<file path="src/rtl/sop4_pkg.sv">
package sop4_pkg;
  localparam int NUM_MUL  = 4;
  localparam int NUM_PAIR = NUM_MUL / 2;
  localparam int GUARD_W  = 2;

  typedef enum logic {
    COMB_SUB = 1'b0,
    COMB_ADD = 1'b1
  } comb_op_e;
endpackage

</file>
<file path="src/rtl/sop4_in_stage.sv">
module sop4_in_stage
  import sop4_pkg::*;
#(
  parameter int A_W   = 18,
  parameter int B_W   = 18,
  parameter int RES_W = A_W + B_W + 4
) (
  input  logic                    clk,
  input  logic                    arst_n,
  input  logic                    sclr,
  input  logic                    en,
  input  logic [NUM_MUL*A_W-1:0]  a_bus,
  input  logic [NUM_MUL*B_W-1:0]  b_bus,
  input  logic                    a_signed,
  input  logic                    b_signed,
  input  logic [NUM_PAIR-1:0]     pair_add,
  input  logic                    acc_load,
  input  logic [RES_W-1:0]        cas_in,
  input  logic                    scan_sel,
  input  logic [A_W-1:0]          scan_in,
  output logic [NUM_MUL*A_W-1:0]  a_q,
  output logic [NUM_MUL*B_W-1:0]  b_q,
  output logic                    a_signed_q,
  output logic                    b_signed_q,
  output logic [NUM_PAIR-1:0]     pair_add_q,
  output logic                    acc_load_q,
  output logic [RES_W-1:0]        cas_q,
  output logic [A_W-1:0]          scan_out
);
  logic [NUM_MUL*A_W-1:0] a_src;
  logic [NUM_MUL*A_W-1:0] a_d;
  logic [NUM_MUL*B_W-1:0] b_d;
  logic                   a_signed_d, b_signed_d, acc_load_d;
  logic [NUM_PAIR-1:0]    pair_add_d;
  logic [RES_W-1:0]       cas_d;

  // operand source per multiplier: parallel bus or shift chain
  generate
    for (genvar i = 0; i < NUM_MUL; i++) begin : g_src
      if (i == 0) begin : g_head
        assign a_src[i*A_W +: A_W] = scan_sel ? scan_in : a_bus[i*A_W +: A_W];
      end else begin : g_link
        assign a_src[i*A_W +: A_W] = scan_sel ? a_q[(i-1)*A_W +: A_W]
                                              : a_bus[i*A_W +: A_W];
      end
    end
  endgenerate

  // next state: synchronous clear outranks enable
  always_comb begin
    a_d        = a_q;
    b_d        = b_q;
    a_signed_d = a_signed_q;
    b_signed_d = b_signed_q;
    pair_add_d = pair_add_q;
    acc_load_d = acc_load_q;
    cas_d      = cas_q;
    if (sclr) begin
      a_d        = '0;
      b_d        = '0;
      a_signed_d = 1'b0;
      b_signed_d = 1'b0;
      pair_add_d = '0;
      acc_load_d = 1'b0;
      cas_d      = '0;
    end else if (en) begin
      a_d        = a_src;
      b_d        = b_bus;
      a_signed_d = a_signed;
      b_signed_d = b_signed;
      pair_add_d = pair_add;
      acc_load_d = acc_load;
      cas_d      = cas_in;
    end
  end

  always_ff @(posedge clk or negedge arst_n) begin
    if (!arst_n) begin
      a_q        <= '0;
      b_q        <= '0;
      a_signed_q <= 1'b0;
      b_signed_q <= 1'b0;
      pair_add_q <= '0;
      acc_load_q <= 1'b0;
      cas_q      <= '0;
    end else begin
      a_q        <= a_d;
      b_q        <= b_d;
      a_signed_q <= a_signed_d;
      b_signed_q <= b_signed_d;
      pair_add_q <= pair_add_d;
      acc_load_q <= acc_load_d;
      cas_q      <= cas_d;
    end
  end

  assign scan_out = a_q[(NUM_MUL-1)*A_W +: A_W];
endmodule

</file>
<file path="src/rtl/sop4_mul.sv">
module sop4_mul #(
  parameter int A_W = 18,
  parameter int B_W = 18,
  parameter int P_W = A_W + B_W + 2
) (
  input  logic [A_W-1:0]        a,
  input  logic [B_W-1:0]        b,
  input  logic                  a_signed,
  input  logic                  b_signed,
  output logic signed [P_W-1:0] prod
);
  logic signed [A_W:0] a_ext;
  logic signed [B_W:0] b_ext;

  // one extra bit carries the sign for signed mode, a zero otherwise
  assign a_ext = {a_signed & a[A_W-1], a};
  assign b_ext = {b_signed & b[B_W-1], b};
  assign prod  = a_ext * b_ext;
endmodule

</file>
<file path="src/rtl/sop4_combine.sv">
module sop4_combine
  import sop4_pkg::*;
#(
  parameter int P_W   = 38,
  parameter int RES_W = P_W + GUARD_W
) (
  input  logic [NUM_MUL*P_W-1:0] prods,
  input  logic [NUM_PAIR-1:0]    pair_add,
  input  logic                   acc_load,
  input  logic [RES_W-1:0]       cas,
  input  logic [RES_W-1:0]       acc_fb,
  output logic [RES_W-1:0]       sum
);
  localparam int EXT_W = RES_W - P_W;

  logic [NUM_MUL*RES_W-1:0]  p_ext;
  logic [NUM_PAIR*RES_W-1:0] pair_sum;
  logic [RES_W-1:0]          fb_term;

  generate
    for (genvar i = 0; i < NUM_MUL; i++) begin : g_ext
      assign p_ext[i*RES_W +: RES_W] =
        {{EXT_W{prods[i*P_W + P_W - 1]}}, prods[i*P_W +: P_W]};
    end
    for (genvar k = 0; k < NUM_PAIR; k++) begin : g_pair
      always_comb begin
        if (comb_op_e'(pair_add[k]) == COMB_ADD)
          pair_sum[k*RES_W +: RES_W] = p_ext[(2*k)*RES_W +: RES_W]
                                     + p_ext[(2*k+1)*RES_W +: RES_W];
        else
          pair_sum[k*RES_W +: RES_W] = p_ext[(2*k)*RES_W +: RES_W]
                                     - p_ext[(2*k+1)*RES_W +: RES_W];
      end
    end
  endgenerate

  assign fb_term = acc_load ? '0 : acc_fb;

  always_comb begin
    sum = cas + fb_term;
    for (int k = 0; k < NUM_PAIR; k++) begin
      sum = sum + pair_sum[k*RES_W +: RES_W];
    end
  end
endmodule

</file>
<file path="src/rtl/sop4_out_stage.sv">
module sop4_out_stage #(
  parameter int RES_W = 40
) (
  input  logic             clk,
  input  logic             arst_n,
  input  logic             sclr,
  input  logic             en,
  input  logic [RES_W-1:0] sum,
  output logic [RES_W-1:0] res_q
);
  logic [RES_W-1:0] res_d;

  always_comb begin
    res_d = res_q;
    if (sclr)    res_d = '0;
    else if (en) res_d = sum;
  end

  always_ff @(posedge clk or negedge arst_n) begin
    if (!arst_n) res_q <= '0;
    else         res_q <= res_d;
  end
endmodule

</file>
<file path="src/rtl/sop4_unit.sv">
module sop4_unit
  import sop4_pkg::*;
#(
  parameter int A_W = 18,
  parameter int B_W = 18
) (
  input  logic                         clk,
  input  logic                         rst_n,
  input  logic                         en,
  input  logic [1:0]                   aclr,
  input  logic [1:0]                   sclr,
  input  logic [4*A_W-1:0]             a_bus,
  input  logic [4*B_W-1:0]             b_bus,
  input  logic                         a_signed,
  input  logic                         b_signed,
  input  logic [1:0]                   pair_add,
  input  logic                         acc_load,
  input  logic [A_W+B_W+GUARD_W+1:0]   cas_in,
  input  logic                         scan_sel,
  input  logic [A_W-1:0]               scan_in,
  output logic [A_W-1:0]               scan_out,
  output logic [A_W+B_W+GUARD_W+1:0]   result
);
  localparam int P_W   = A_W + B_W + 2;
  localparam int RES_W = P_W + GUARD_W;

  logic                    in_arst_n, out_arst_n;
  logic [NUM_MUL*A_W-1:0]  a_q;
  logic [NUM_MUL*B_W-1:0]  b_q;
  logic                    a_signed_q, b_signed_q, acc_load_q;
  logic [NUM_PAIR-1:0]     pair_add_q;
  logic [RES_W-1:0]        cas_q;
  logic [NUM_MUL*P_W-1:0]  prods;
  logic [RES_W-1:0]        sum;

  assign in_arst_n  = rst_n & ~aclr[0];
  assign out_arst_n = rst_n & ~aclr[1];

  sop4_in_stage #(.A_W(A_W), .B_W(B_W), .RES_W(RES_W)) u_in (
    .clk        (clk),
    .arst_n     (in_arst_n),
    .sclr       (sclr[0]),
    .en         (en),
    .a_bus      (a_bus),
    .b_bus      (b_bus),
    .a_signed   (a_signed),
    .b_signed   (b_signed),
    .pair_add   (pair_add),
    .acc_load   (acc_load),
    .cas_in     (cas_in),
    .scan_sel   (scan_sel),
    .scan_in    (scan_in),
    .a_q        (a_q),
    .b_q        (b_q),
    .a_signed_q (a_signed_q),
    .b_signed_q (b_signed_q),
    .pair_add_q (pair_add_q),
    .acc_load_q (acc_load_q),
    .cas_q      (cas_q),
    .scan_out   (scan_out)
  );

  generate
    for (genvar i = 0; i < NUM_MUL; i++) begin : g_mul
      sop4_mul #(.A_W(A_W), .B_W(B_W), .P_W(P_W)) u_mul (
        .a        (a_q[i*A_W +: A_W]),
        .b        (b_q[i*B_W +: B_W]),
        .a_signed (a_signed_q),
        .b_signed (b_signed_q),
        .prod     (prods[i*P_W +: P_W])
      );
    end
  endgenerate

  sop4_combine #(.P_W(P_W), .RES_W(RES_W)) u_comb (
    .prods    (prods),
    .pair_add (pair_add_q),
    .acc_load (acc_load_q),
    .cas      (cas_q),
    .acc_fb   (result),
    .sum      (sum)
  );

  sop4_out_stage #(.RES_W(RES_W)) u_out (
    .clk    (clk),
    .arst_n (out_arst_n),
    .sclr   (sclr[1]),
    .en     (en),
    .sum    (sum),
    .res_q  (result)
  );
endmodule

</file>
<file path="config.mk">
export PLATFORM = sky130hd
export DESIGN_NAME = sop4_unit
export DESIGN_NICKNAME = d
export VERILOG_FILES = /design/src/rtl/sop4_pkg.sv /design/src/rtl/sop4_in_stage.sv /design/src/rtl/sop4_mul.sv /design/src/rtl/sop4_combine.sv /design/src/rtl/sop4_out_stage.sv /design/src/rtl/sop4_unit.sv
export SDC_FILE = /design/constraint.sdc
export NUM_CORES = 2
export LEC_CHECK = 0
export BUFFER_PORTS_ARGS = -buffer_cell sky130_fd_sc_hd__buf_4
export CAP_MARGIN = 5
export CORE_UTILIZATION = 55
export CTS_CLUSTER_DIAMETER = 50
export DETAILED_ROUTE_END_ITERATION = 10
export PLACE_DENSITY = 0.71
export SYNTH_ARGS = -nofsm -noshare
export SYNTH_HDL_FRONTEND = slang
export SYNTH_SLANG_ARGS = --single-unit
</file>
<file path="constraint.sdc">
create_clock -name clk -period 17 [get_ports clk]
set_input_delay 1.7 -clock clk [delete_from_list [all_inputs] [get_ports clk]]
set_output_delay 1.7 -clock clk [all_outputs]
set_load 0.02 [all_outputs]
</file>
==> summary.txt <==
Clocking
  • Inserted Clock Buffers: 48
  • # hold bufs at CTS: 0
  • Clk_lat worst skew: 0.66 ns
  • Clock Pin Slew Worst Setup and Hold Paths: 0.05 ns
  • Clock Sinks: 229
  • # H-tree levels: 2
  • CTS tree: built
  • CTS root buf: clkbuf_16
  • Post-CTS Setup Inserts: 0
  • Post_cts resized: 0
  • CTS Buffer Depth: 3

Logic synthesis
  • Cell count after synthesis: 7949
  • Sequential element share of the synthesized area: 7.89%
  • Syn Nets: 10300
  • Synth warnings: 0
  • Ys flop type: dfrtp_1
  • Yosys cell types: ~100
  • Top-count cell post-synth: inv_1
  • Synthesis-stage register bit count: approximately 230
  • Post-synth top area share: a little over two fifths
  • Post-Synthesis Cell Area: between 70000 and 80000 sq um
  • Cell taking the most area after synthesis: fa_1
  • EDFF count, synth: 0
  • Async set-reset flop share out of synthesis: between 90% and 100%
  • Most common library cells after synthesis: 1591 x inv_1, 1556 x fa_1, 942 x nand2_1
  • Synth top area cells: fa_1 43%, ha_1 9.8%, inv_1 8.2%, dfrtp_1 7.9%, nand2_1 4.9%
  • Syn avg cell area: ~9.1 sq um

Worst setup path
  • CP Launch Type: register
  • Critical Path Fanout Max: 21
  • CP peak stage delay: 0.98 ns
  • Data required, critical path: 17.54 ns
  • Slowest CP cell: dfrtp_1
  • CP most frequent cell: fa_1
  • Critical path endpoint category: register
  • Crit Path Class: reg -> reg
  • Crit path DAT: 13.94 ns
  • Reg2reg path depth: 44
  • Reg2Reg Setup Slack: 3.60 ns

Placement
  • HPWL after detailed placement: around 170000 microns
  • Area after DPL: 75900 sq um
  • IO Port Bufs: 272
  • RD Place Congestion: 0.967
  • Placed instance count: 9637
  • Post-Place Setup Slack: 3.75 ns

Hold path
  • Hold Crit Class: reg -> reg
  • Worst Hold Depth: 2

Timing
  • Final Skew: 0.0387 ns
  • RSZ-0062 raised after global routing: false
  • Setup violations, final: 0
  • Final min period: 13.40 ns
  • Tcrit/Tclk final: 78.8%
  • Final Max Slew Viols: 0
  • Setup_tns: 0 ns
  • Fmax: ~75 MHz
  • Tightest Pin Transition: 1.30 ns
  • Final Hold Viols: 0
  • Post-route worst setup slack: 3.60 ns
  • Slew HR: 12.1%

GRT
  • Largest net degree at the start of global routing: 151
  • Global-route wire length before repair: 330000 microns
  • Antenna violations before repair: 8
  • Grt total ovfl: 0
  • Total Routing Usage GR: 32.4%
  • Number of global-route vias before repair: 58600

Floorplan
  • Die H: ~370 microns
  • DIE AREA: 134000 sq um
  • IO Count: 273
  • Core outline area: 131000 sq um
  • Row Count: 133
  • Die W: 366 microns
  • Starting Density: 55.3%

Final layout
  • Nets: slightly above 10000
  • Share of cells above drive strength 1: between 6 and 7%
  • Design Area, Final: between 70000 and 80000 sq um
  • Layout area overhead: 6.90%
  • Multi-input gate area in the final layout: 59300 sq um
  • Register area: roughly 5700 sq um
  • Fillcell total: ~11000
  • Post-route insts no fill: 9731
  • Util after Layout: ~59%

Route
  • Pre-antenna DRT Iters: 6
  • Antenna viol nets, final: 0
  • # DRC: 0
  • Vias per std cell: 5.63
  • Vias: 54700
  • WL per Instance: 21.3 microns
  • Routed WL: 207000 microns
  • DRT iter0 DRCs: 3984

Pwr
  • Power Dens Cells: 163 nW/um^2
  • Pleak: 38.0 nW
  • VDD IR max: around 0.65 mV

Run
  • Max-cap violation count: 0

Outcome
  • Status: finished, final reports clean
-- path summary, 6_finish.rpt --
| check | startpoint | to |
|---|---|---|
| setup / recovery | u_in.a_q[30] | u_out.res_q[39] |
| hold / removal | u_in.cas_q[19] | u_in.cas_q[19] |
| setup reg to reg | u_in.a_q[30] | u_out.res_q[39] |
| hold reg to reg | u_in.cas_q[19] | u_in.cas_q[19] |
| max in group asynchronous | aclr[0] | u_in.a_q[39] |
| min in group asynchronous | rst_n | u_out.res_q[9] |
-- cells in the final DEF (no fill, tap or decap), drive strengths merged, types with 11 or more instances in the layout --
| cell | instances |
|---|---|
| clkinv | 13 |
| nand2 | 942 |
| nand2b | 73 |
| o21a | 28 |
| mux2i | 215 |
| o21ai | 121 |
| nor2b | 32 |
| a211oi | 108 |
| o21bai | 39 |
| nor2 | 410 |
| nor3 | 31 |
| xnor2 | 225 |
| nand4 | 14 |
| or2 | 65 |
| dfrtp | 229 |
| a31oi | 25 |
| a21boi | 11 |
| fa | 1556 |
| buf | 352 |
| a21oi | 245 |
| xor2 | 104 |
| or3 | 13 |
| o31ai | 14 |
| and2 | 520 |
| inv | 1604 |
| clkbuf | 55 |
| a21o | 110 |
| and3 | 75 |
| nand3 | 41 |
| ha | 569 |
-- metrics by stage --
step	hold slack (ns)	power, mW
floorplan	0.486	8.66
global placement	0.506	11.2
detailed placement	0.511	11.3
CTS	0.525	12.5
global route	0.561	13.8
finish	0.523	12.7
-- final cells by class --
cell class | instances | area share (%)
clock inverter | 35 | 0.627
clock buffer | 55 | 1.65
sequential | 229 | 7.38
inverter | 1592 | 7.69
tap | 1755 | 2.83
multi-input combinational | 5709 | 76.4
timing repair buffer | 352 | 3.46
antenna | 4 | 0.0129
-- flip-flops by register name (all words and copies together), names as in the netlist --
| name | cells |
|---|---|
| u_in.b_q | 72 |
| u_in.a_signed_q | 1 |
| u_in.b_signed_q | 1 |
| u_out.res_q | 40 |
| u_in.pair_add_q | 2 |
| u_in.acc_load_q | 1 |
| u_in.cas_q | 40 |
| u_in.a_q | 72 |
-- power by group --
group / switching, mW / total [mW] / internal [mW]
combinational: 6.37 / 10.8 / 4.45
sequential: 0.169 / 0.803 / 0.633
clock: 0.398 / 1.06 / 0.661
total: 6.94 / 12.7 / 5.74
-- worst max-delay path, delay by kind of cell, from the launching register on --
kind,cells,cell delay (ns)
AO/OA/AOI/OAI,17,3.83
adder cells (fa/ha/maj),12,5.25
buffers and inverters,3,0.15
flip-flops,1,0.98
AND/OR/NAND/NOR,7,1.99
XOR/XNOR,5,1.11
-- routing by layer --
metal	part of all wire (%)	global-route usage, %
met2	47	53.5
met3	8.9	6.88
met5	0.024	0
met1	40	41.8
met4	4.4	12.3
-- logic make-up after synthesis --
logic type	Yosys count	synth area share, %
XOR/XNOR	330	4.03
AO/OA/AOI/OAI	782	7.12
adder cells (fa/ha/maj)	2125	52.7
flip-flops	229	7.89
multiplexers	217	2.99
buffers and inverters	2011	10.5
AND/OR/NAND/NOR	2255	14.8
No activity file was read; power rests on OpenSTA's default activity.
